===== src/rtl/vec_reloc_pkg.sv =====
package vec_reloc_pkg;

  typedef enum logic [0:0] {
    FETCH_IDLE = 1'b0,
    FETCH_OPEN = 1'b1
  } fetchState_t;

  typedef struct packed {
    logic loadAddr;
    logic useRam;
  } ctrlStrobes_t;

endpackage


===== src/rtl/vec_reloc_ctrl.sv =====
module vec_reloc_ctrl
  import vec_reloc_pkg::*;
#(
  parameter int DATA_W = 16
) (
  input  logic              clk,
  input  logic              borRstN,
  input  logic              softRst,
  input  logic              regWrEn,
  input  logic [DATA_W/8-1:0] regByteEn,
  input  logic [DATA_W-1:0] regWrData,
  output logic [DATA_W-1:0] regRdData,
  input  logic              fetchStart,
  input  logic              fetchDone,
  output logic              fetchOpen,
  output ctrlStrobes_t      strobes
);

  logic        remapBit;
  fetchState_t state, stateNext;
  logic        acceptStart;

  // Relocation bit: only the lowest byte lane can touch it; brown-out clears it.
  always_ff @(posedge clk or negedge borRstN) begin
    if (!borRstN) begin
      remapBit <= 1'b0;
    end else if (regWrEn && regByteEn[0]) begin
      remapBit <= regWrData[0];
    end
  end

  assign regRdData = {{(DATA_W-1){1'b0}}, remapBit};

  assign acceptStart = (state == FETCH_IDLE) && fetchStart && !softRst;

  always_comb begin
    stateNext = state;
    if (softRst) begin
      stateNext = FETCH_IDLE;
    end else begin
      unique case (state)
        FETCH_IDLE: if (fetchStart) stateNext = FETCH_OPEN;
        FETCH_OPEN: if (fetchDone)  stateNext = FETCH_IDLE;
        default:    stateNext = FETCH_IDLE;
      endcase
    end
  end

  always_ff @(posedge clk or negedge borRstN) begin
    if (!borRstN) state <= FETCH_IDLE;
    else          state <= stateNext;
  end

  assign fetchOpen        = (state == FETCH_OPEN);
  assign strobes.loadAddr = acceptStart;
  assign strobes.useRam   = remapBit;

endmodule


===== src/rtl/vec_reloc_dp.sv =====
module vec_reloc_dp
  import vec_reloc_pkg::*;
#(
  parameter int              ADDR_W  = 16,
  parameter int              IDX_W   = 6,
  parameter logic [ADDR_W-1:0] ROM_TOP = 16'hFFFE,
  parameter logic [ADDR_W-1:0] RAM_TOP = 16'h23FE
) (
  input  logic              clk,
  input  logic              borRstN,
  input  ctrlStrobes_t      strobes,
  input  logic [IDX_W-1:0]  fetchIdx,
  output logic [ADDR_W-1:0] vecAddr
);

  localparam int PAD_W = ADDR_W - IDX_W - 1;

  logic [ADDR_W-1:0] tableTop;
  logic [ADDR_W-1:0] byteOffset;
  logic [ADDR_W-1:0] nextAddr;

  assign tableTop = strobes.useRam ? RAM_TOP : ROM_TOP;

  generate
    if (PAD_W > 0) begin : g_pad
      assign byteOffset = {{PAD_W{1'b0}}, fetchIdx, 1'b0};
    end else begin : g_trunc
      assign byteOffset = ADDR_W'({fetchIdx, 1'b0});
    end
  endgenerate

  assign nextAddr = tableTop - byteOffset;

  always_ff @(posedge clk or negedge borRstN) begin
    if (!borRstN)              vecAddr <= ROM_TOP;
    else if (strobes.loadAddr) vecAddr <= nextAddr;
  end

endmodule


===== src/rtl/vec_reloc_top.sv =====
module vec_reloc_top
  import vec_reloc_pkg::*;
#(
  parameter int              ADDR_W  = 16,
  parameter int              IDX_W   = 6,
  parameter logic [ADDR_W-1:0] ROM_TOP = 16'hFFFE,
  parameter logic [ADDR_W-1:0] RAM_TOP = 16'h23FE
) (
  input  logic              clk,
  input  logic              borRstN,
  input  logic              softRst,
  input  logic              regWrEn,
  input  logic [1:0]        regByteEn,
  input  logic [15:0]       regWrData,
  output logic [15:0]       regRdData,
  input  logic              fetchStart,
  input  logic [IDX_W-1:0]  fetchIdx,
  input  logic              fetchDone,
  output logic              vecValid,
  output logic [ADDR_W-1:0] vecAddr
);

  ctrlStrobes_t strobes;

  vec_reloc_ctrl #(.DATA_W(16)) u_ctrl (
    .clk        (clk),
    .borRstN    (borRstN),
    .softRst    (softRst),
    .regWrEn    (regWrEn),
    .regByteEn  (regByteEn),
    .regWrData  (regWrData),
    .regRdData  (regRdData),
    .fetchStart (fetchStart),
    .fetchDone  (fetchDone),
    .fetchOpen  (vecValid),
    .strobes    (strobes)
  );

  vec_reloc_dp #(
    .ADDR_W (ADDR_W),
    .IDX_W  (IDX_W),
    .ROM_TOP(ROM_TOP),
    .RAM_TOP(RAM_TOP)
  ) u_dp (
    .clk      (clk),
    .borRstN  (borRstN),
    .strobes  (strobes),
    .fetchIdx (fetchIdx),
    .vecAddr  (vecAddr)
  );

endmodule


===== config.mk =====
export PLATFORM = sky130hd
export DESIGN_NAME = vec_reloc_top
export DESIGN_NICKNAME = d
export VERILOG_FILES = /design/src/rtl/vec_reloc_pkg.sv /design/src/rtl/vec_reloc_ctrl.sv /design/src/rtl/vec_reloc_dp.sv /design/src/rtl/vec_reloc_top.sv
export SDC_FILE = /design/constraint.sdc
export NUM_CORES = 1
export LEC_CHECK = 0
export BUFFER_PORTS_ARGS = -buffer_cell sky130_fd_sc_hd__clkbuf_2
export CORE_MARGIN = 2
export CORE_UTILIZATION = 30
export DETAILED_ROUTE_END_ITERATION = 10
export GPL_TIMING_DRIVEN = 0
export PLACE_DENSITY = 0.75
export RECOVER_POWER = 50
export SYNTH_ARGS = -nofsm -noshare
export SYNTH_HDL_FRONTEND = slang
export SYNTH_SLANG_ARGS = --single-unit

===== constraint.sdc =====
create_clock -name clk -period 1.15 [get_ports clk]
set_clock_uncertainty 0.15 [all_clocks]
set_input_delay 0 -clock clk [delete_from_list [all_inputs] [get_ports clk]]
set_output_delay 0 -clock clk [all_outputs]
set_load 0.01 [all_outputs]

Word level (Yosys, flattened, before mapping)
Index checks and enable logic that the tools add are counted.
{"block": "op_classes", "n_addsub": 1, "mux": 5, "bitwise": 1, "reduce_logical": 4}
{"op": "$mux W16", "n": 1}
{"op": "$sub A16 B7 Y16", "n": 1}
{"op": "$logic_and A1 B1 Y1", "n": 3}
{"op": "$mux W1", "n": 3}
{"op": "$pmux W1 S2", "n": 1}
{"op": "$logic_not A1 Y1", "n": 1}
{"op": "$not A1 Y1", "n": 1}
{"block": "totals", "register_bits": 18, "output_inout_bits": 33, "wordCells": 14}

Longest topological paths before layout
Gate-level depths: netlist of the first run.
{"block": "logic_depth", "ltp_word": 3, "ltp_mapped": 3, "depth_no_buf": 2}

Hierarchy
A second synthesis of the first run with hierarchy kept.
{"block": "unflattened", "hier_cells": 59, "area_unflattened_um2": 590.6}
{"mod": "vec_reloc_dp", "n_inst": 1, "cells_each": 33, "area_per_inst_um2": 364.1, "seq_area_each_um2": 183.9}
{"mod": "vec_reloc_ctrl", "n_inst": 1, "cells_each": 26, "area_per_inst_um2": 226.5, "seq_area_each_um2": 50.0}

Least setup slack after synthesis of the first run
No wires, ideal clock.
{"block": "synth_timing", "path_kind": "register to register", "start": "reg u_ctrl.state (netlist: u_ctrl.fetchOpen)", "end": "reg u_dp.vecAddr[1]", "setup_ps": 75, "arrival_ps": 928, "slack_ps": -3, "stages_incl_launch_ff": 4, "n_path_buf": 1, "synth_period_minus_slack_ps": 1153, "path_cell_list": "dfrtp_1 > nor3b_2 > buf_6 > mux2i_1"}
{"block": "synth_between", "elab_chain_len": 3}
{"item": "start, declared", "line": "vec_reloc_ctrl.sv:20", "text": "fetchState_t state, stateNext;"}
{"item": "start signal, assigned", "line": "vec_reloc_ctrl.sv:51", "text": "else state <= stateNext;"}
{"item": "$not A1 Y1", "line": "vec_reloc_ctrl.sv:34", "text": "assign acceptStart = (state == FETCH_IDLE) && fetchStart && !softRst;"}
{"item": "$logic_and A1 B1 Y1 (2 in a row)", "line": "vec_reloc_ctrl.sv:34"}
{"item": "end signal, assigned", "line": "vec_reloc_dp.sv:36", "text": "else if (strobes.loadAddr) vecAddr <= nextAddr;"}
{"item": "end, declared", "line": "vec_reloc_dp.sv:13", "text": "output logic [ADDR_W-1:0] vecAddr"}
No other way between the ends.
A chain may end at the register's enable or synchronous reset.

==> results of run 1 <==
critical path: stages (launching register included):
cell and delay [ns]:
dfstp_2 0.59, buf_4 0.12, buf_4 0.10
cells in the final DEF, fill, tap and decap left out:
cell type | synthesis | layout
conb_1 | 2 | 20
clkbuf_4 | 0 | 3
a211oi_1 | 1 | 1
clkbuf_2 | 0 | 21
nor3b_2 | 1 | 1
mux2i_1 | 7 | 6
dfstp_2 | 7 | 7
dfrtp_1 | 2 | 2
mux2i_4 | 0 | 1
dlygate4sd3_1 | 0 | 14
buf_6 | 1 | 5
nor2_1 | 1 | 1
nand2_1 | 1 | 1
clkbuf_1 | 0 | 1
inv_1 | 7 | 7
mux2_2 | 1 | 1
buf_4 | 25 | 27
state kept, by name (all words and copies together), names as in the netlist:
signal,cells
u_ctrl.fetchOpen,1
u_dp.vecAddr,7
u_ctrl.remapBit,1
cell usage after synthesis:
cell,instances
a211oi_1,1
buf_4,25
buf_6,1
conb_1,2
dfrtp_1,2
dfstp_2,7
inv_1,7
mux2_2,1
mux2i_1,7
nand2_1,1
nor2_1,1
nor3b_2,1
final cells by class:
class	instances	area, sq um
tap	25	31.28
fill	171	745.7
clock buffer	4	26.28
sequential	9	234.0
multi-input combinational	32	196.4
inverter	7	26.28
timing repair buffer	41	297.8
buffer	26	206.4
worst max-delay path by stage:
stage | start | end | slack (ns) | cells past startpoint
after global placement | u_ctrl.fetchOpen | u_dp.vecAddr[1] | -0.01 | 3
after global routing | u_ctrl.fetchOpen | u_dp.vecAddr[2] | -0.13 | 3
final | u_dp.vecAddr[14] | vecAddr[12] | -0.07 | 2
after detailed placement | u_ctrl.fetchOpen | u_dp.vecAddr[2] | -0.09 | 3
after CTS | u_ctrl.fetchOpen | u_dp.vecAddr[2] | -0.07 | 3
after floorplan | u_ctrl.fetchOpen | u_dp.vecAddr[1] | -0.003 | 3
layer usage:
layer	share of wire [%]	up-vias
li1	-	250
met1	39	199
met2	52	31
met3	8.4	0
met4	0	0
met5	0	-
stage by stage:
step	setup WS, ns	cells	utilization (%)
CTS	-0.07466	142	55.11
global placement	-0.01422	125	45.60
floorplan	-0.003341	74	-
finish	-0.06853	144	57.73
detailed placement	-0.09413	125	45.60
global route	-0.1338	144	57.73
what timing repair did:
action | in CTS | in global routing
gates resized for setup | 5 | 7
setup endpoints to repair | 11 | 12
hold buffers | 12 | 2
hold endpoints to repair | 17 | 1
pin swaps | 0 | 0
buffers inserted | 1 | 0
report_power, final:
part	internal, uW	switching (uW)
Sequential	414	46.9
Clock	133	107
Combinational	313	207
cell families (layout without fill, tap and decap cells):
logic type             count (synthesis)  after routing  synth area share [%]
AO/OA/AOI/OAI                          1              1                 1.305
flip-flops                             9              9                 40.65
multiplexers                           8              8                 14.13
other                                  2             20                 1.305
buffers and inverters                 33             78                 39.13
AND/OR/NAND/NOR                        3              3                 3.477
==> metrics.md, run 1 <==
| Metric | Value |
|---|---|
| Status | `complete, but fails checks` |
| Failing checks | `hold timing, setup timing` |
| Setup TNS | `-0.4148 ns` |
| Crit Path Class | `reg2out` |
| Syn Inst Count | `56` |
| Hold WS | `-0.001338 ns` |
| Max-cap violations | `0` |
| Hold Crit Class | `in2reg` |
| Crit path time final | `1.219 ns` |
| Initial DRC Count | `3` |
| Ys Warns | `0` |
| Worst skew pair latency | `around 0.25 ns` |
| Post-synthesis sequential element count | `9` |
| Grt met2 use | `about 25%` |
| Setup WS post-layout | `-0.06853 ns` |
| Pins Over Slew Limit | `0` |
| Total grt overflow | `0` |
| R2R setup slack | `-0.06 ns` |
| Critical Path AT | `approximately 1.1 ns` |
| CP endpoint kind | `output pin` |
| Die height | `47.80 um` |
| Worst Hold Depth | `4` |
| GRT Total Usage | `approximately 12%` |
| IO buf count | `26` |
| I/O Pins | `between 60 and 70` |
| Area share of the largest cell type after synthesis | `about a third` |
| Drt drc | `0` |
| Initial antenna violation count | `0` |
| Inserted Clock Buffers | `3` |
| Pwr dens | `approximately 1200 nW/um^2` |
| M1 GR Usage | `a little under an eighth` |
| CTS tree | `built` |
| Synth area leaders | `buf_4 (33%), dfstp_2 (32%), mux2i_1 (12%)` |
| Number of global-route vias before repair | `about 440` |
| Die Wd | `between 40 and 50 um` |
| DP Area | `a little over 800 sq um` |
| Global-route wire length before repair | `around 1800 um` |
| Largest net degree at the start of global routing | `9` |
| RSZ-0062 raised after global routing | `true` |
| Syn Std Cell Area | `around 580 sq um` |
| Sequential area share after synthesis | `40.65%` |
| Leakage | `0.0005674 uW` |
| Data required time at the worst endpoint | `1.00 ns` |
| Final setup vio count | `11` |
| R2r worst-path depth | `3` |
| Routed wire per std cell | `~9 um` |
| Clk sinks | `9` |
| Via count | `480` |
| Met3 GRT Util | `2.264%` |
| H-tree Lvls | `1` |
| Hold Crit Start | `softRst` |
| Design Power | `between 1000 and 1500 uW` |
| Ant diodes | `0` |
| Final Hold Fails | `1` |
| Netlist cell types | `12` |
| Antenna viol nets, final | `0` |
| Area delta synth->final | `76.96%` |
| Worst Hold Path EP | `u_dp.vecAddr[3]` |
| Starting density of the core | `approximately a third` |
| Clock Tree Buf Depth | `2` |
| Period Utilization, post-route | `106.0%` |
| Die area | `about 2300 sq um` |
| Worst setup SP type | `flop` |
| Core area | `~1800 sq um` |
| Routability-driven placement congestion ratio | `roughly 0.55` |
| Fin nets | `150` |
| Critical R2R Launch | `u_ctrl.fetchOpen` |
| Fin area | `1018 sq um` |
| Reg clk slew, reported paths | `~0.060 ns` |
| TritonRoute pass-1 iters | `3` |
| Worst VDD drop | `0.5445 mV` |
| Row count | `15` |
| Area leader, netlist | `buf_4` |
| Max Fclk | `just over 800 MHz` |
| Root buf cell | `clkbuf_4` |
| Syn Area/Cell | `between 10 and 15 sq um` |
| Reg2Reg Capture Point | `u_dp.vecAddr[2]` |
| Drt via density | `around 3.3` |
| Share of layout cells above drive strength 1 | `roughly 55%` |
| GR peak layer | `met2` |
| WL final | `1303 um` |
| CP Max Fanout | `6` |
(Power assumes the default switching activity.)
==> inputs of run 2 (changes only) <==
==> constraint.sdc (replaced) <==
create_clock -name clk -period 1.15 [get_ports clk]
set_clock_uncertainty 0.15 [all_clocks]
set_input_delay 0.0575 -clock clk [delete_from_list [all_inputs] [get_ports clk]]
set_output_delay 0.0575 -clock clk [all_outputs]
set_load 0.01 [all_outputs]
==> metrics.md, run 2 (synthesis gave the netlist of run 1 again) <==
| Metric | Value |
|---|---|
| Clock Tree Buf Depth | `2 (unchanged)` |
| WL final | `1269 um (-2.6%)` |
| Clk sinks | `9 (unchanged)` |
| GRT Total Usage | `11.87% (-0.15 points)` |
| Worst VDD drop | `0.5509 mV (+1.2%)` |
| Post-Layout Cell Count | `144 (unchanged)` |
| Hold Crit Class | `in2reg` |
| Core area | `1764 sq um (unchanged)` |
| Critical Path AT | `1.05 ns (-0.02 ns)` |
| Total grt overflow | `0 (unchanged)` |
| Initial DRC Count | `3 (unchanged)` |
| Buf/Inv on CP | `2 (unchanged)` |
| Crit Path Class | `reg2out` |
| Crit path time final | `1.254 ns (+0.03577 ns)` |
| Drt drc | `0 (unchanged)` |
| Slowest CP cell | `dfstp_2` |
| Worst slew pin tran | `0.5089 ns` |
| Final Hold Fails | `0 (-1)` |
| Worst slew margin | `roughly 66%` |
| Reg area | `234.0 sq um (unchanged)` |
| Setup TNS | `-0.7638 ns (-0.3490 ns)` |
| Ant diodes | `0 (unchanged)` |
| Critical R2R Launch | `u_ctrl.fetchOpen` |
| IO buf count | `26 (unchanged)` |
| Status | `complete, but fails checks` |
| Failing checks | `setup timing` |
| CP top delay family | `flip-flops` |
| CP endpoint kind | `output pin` |
| Global-route wire length before repair | `1821 um (-1.1%)` |
| Period Utilization, post-route | `109.1% (+3.1 points)` |
| Drt via density | `3.326 (-0.21%)` |
| Antenna viol nets, final | `0 (unchanged)` |
| CP cell instances | `buf_4 -> buf_4` |
| CP Max Fanout | `6 (unchanged)` |
| Area delta synth->final | `76.09%` |
| Via count | `479 (-0.21%)` |
| Largest register FFs | `7 (unchanged)` |
| CTS tree | `built` |
| Die Wd | `47.80 um (unchanged)` |
| Initial antenna violation count | `0 (unchanged)` |
| Routed wire per std cell | `8.813 um (-2.6%)` |
| Multi-input logic area | `196.4 sq um (unchanged)` |
| Pre-CTS setup slack | `-0.09413 ns (unchanged)` |
| Starting density of the core | `32.62% (unchanged)` |
| Critical Path Most Common Cell | `buf_4` |
| Slowest stage delay, CP | `0.58 ns (about the same)` |
| Reg clk slew, reported paths | `0.06 ns (about the same)` |
| Root buf cell | `clkbuf_4` |
| Final setup vio count | `12 (+1)` |
| Max-cap violations | `0 (unchanged)` |
| Hold Crit Start | `softRst` |
| Number of global-route vias before repair | `447 (+1.1%)` |
| Share of layout cells above drive strength 1 | `55.46% (unchanged)` |
| Setup WS post-layout | `-0.1043 ns (-0.03577 ns)` |
| Leakage | `0.0005633 uW (-0.71%)` |
| Die area | `2285 sq um (unchanged)` |
| Design Power | `1204 uW (-1.4%)` |
| RSZ-0062 raised after global routing | `true` |
| Fin nets | `150 (unchanged)` |
| TritonRoute pass-1 iters | `3 (unchanged)` |
| Data required time at the worst endpoint | `0.94 ns (-0.06 ns)` |
| Pins Over Slew Limit | `0 (unchanged)` |
| Pwr dens | `1188 nW/um^2 (-0.96%)` |
| Worst setup SP type | `flop` |
| I/O Pins | `63 (unchanged)` |
| Crit path from | `u_dp.vecAddr[14]` |
| H-tree Lvls | `1 (unchanged)` |
| Die height | `47.80 um (unchanged)` |
| Top reg by flops | `u_dp.vecAddr` |
| Row count | `15 (unchanged)` |
| Largest net degree at the start of global routing | `10 (+1)` |
| Fill cells | `167 (-2.3%)` |
| Commonest non-fill, non-tap cell in the layout | `buf_4` |
| Worst skew pair latency | `0.25 ns (about the same)` |
| Inserted Clock Buffers | `3 (unchanged)` |
| Most frequent cells in the layout | `buf_4 (30), conb_1 (20), clkbuf_2 (17), dlygate4sd3_1 (13)` |
| Max Fclk | `797.3 MHz (-2.9%)` |
| Dpl cells | `125 (unchanged)` |
| Routability-driven placement congestion ratio | `0.5495 (unchanged)` |
## run 2: cell types whose count changed in the layout (fill, tap and decap cells not counted)
cell and delta:
buf_2 +2, buf_4 +3, buf_6 -1, clkbuf_1 +1, clkbuf_2 -4, dlygate4sd3_1 -1
## run 2: final timing paths
path | to | slack [ns] | cells past startpoint
max | vecAddr[11] | -0.10 | 2
min | u_dp.vecAddr[3] | 0.06 | 4
max reg2reg | u_dp.vecAddr[2] | -0.08 | 3
min in group asynchronous | u_ctrl.fetchOpen | 0.13 | 2
max in group asynchronous | u_dp.vecAddr[14] | 0.36 | 2
min reg2reg | u_dp.vecAddr[3] | 0.32 | 2
## run 2: routing by layer
metal	vias up	part of all wire (%)	global-route usage, %	wire length, um
met5	-	0	0	0
met4	0	0	4.865	0
met3	0	9.5	2.264	120
met2	31	52	24.27	665
met1	198	38	11.11	482
li1	250	-	-	-
## run 2: power breakdown
part | switching (uW) | total, uW | internal (uW)
clock | 108 | 241 | 133
combinational | 207 | 506 | 299
sequential | 43.1 | 457 | 414
## run 2: timing repair
action | 4_1_cts | 5_1_grt
endpoints found under the hold margin | 17 | 0
resized for setup | 5 | 8
hold buffers | 13 | 0
setup buffers | 1 | 1
setup endpoints to repair | 12 | 16
## run 2: tightest hold or removal path, delay by kind of cell
kind | cells | cell delay (ns)
buffers and inverters | 2 | 0.24
multiplexers | 1 | 0.12
AND/OR/NAND/NOR | 1 | 0.04
## run 2: final cells by class
cell class / instances / share of cell area, %
clock buffers: 4 / 2.593
plain buffers: 26 / 19.63
multi-input cells: 32 / 19.38
flip-flops and latches: 9 / 23.09
inverters: 7 / 2.593
well taps: 25 / 3.086
repair buffers: 41 / 29.63
## run 2: through the flow
| stage | area (sq um) | util [%] | hold WS, ns |
|---|---|---|---|
| floorplan | 643.1 | - | -0.3881 |
| global placement | 804.5 | 45.60 | -0.2265 |
| detailed placement | 804.5 | 45.60 | -0.2209 |
| CTS | 982.2 | 55.67 | 0.04407 |
| global route | 1013 | 57.45 | 0.06916 |
| finish | 1013 | 57.45 | 0.06366 |
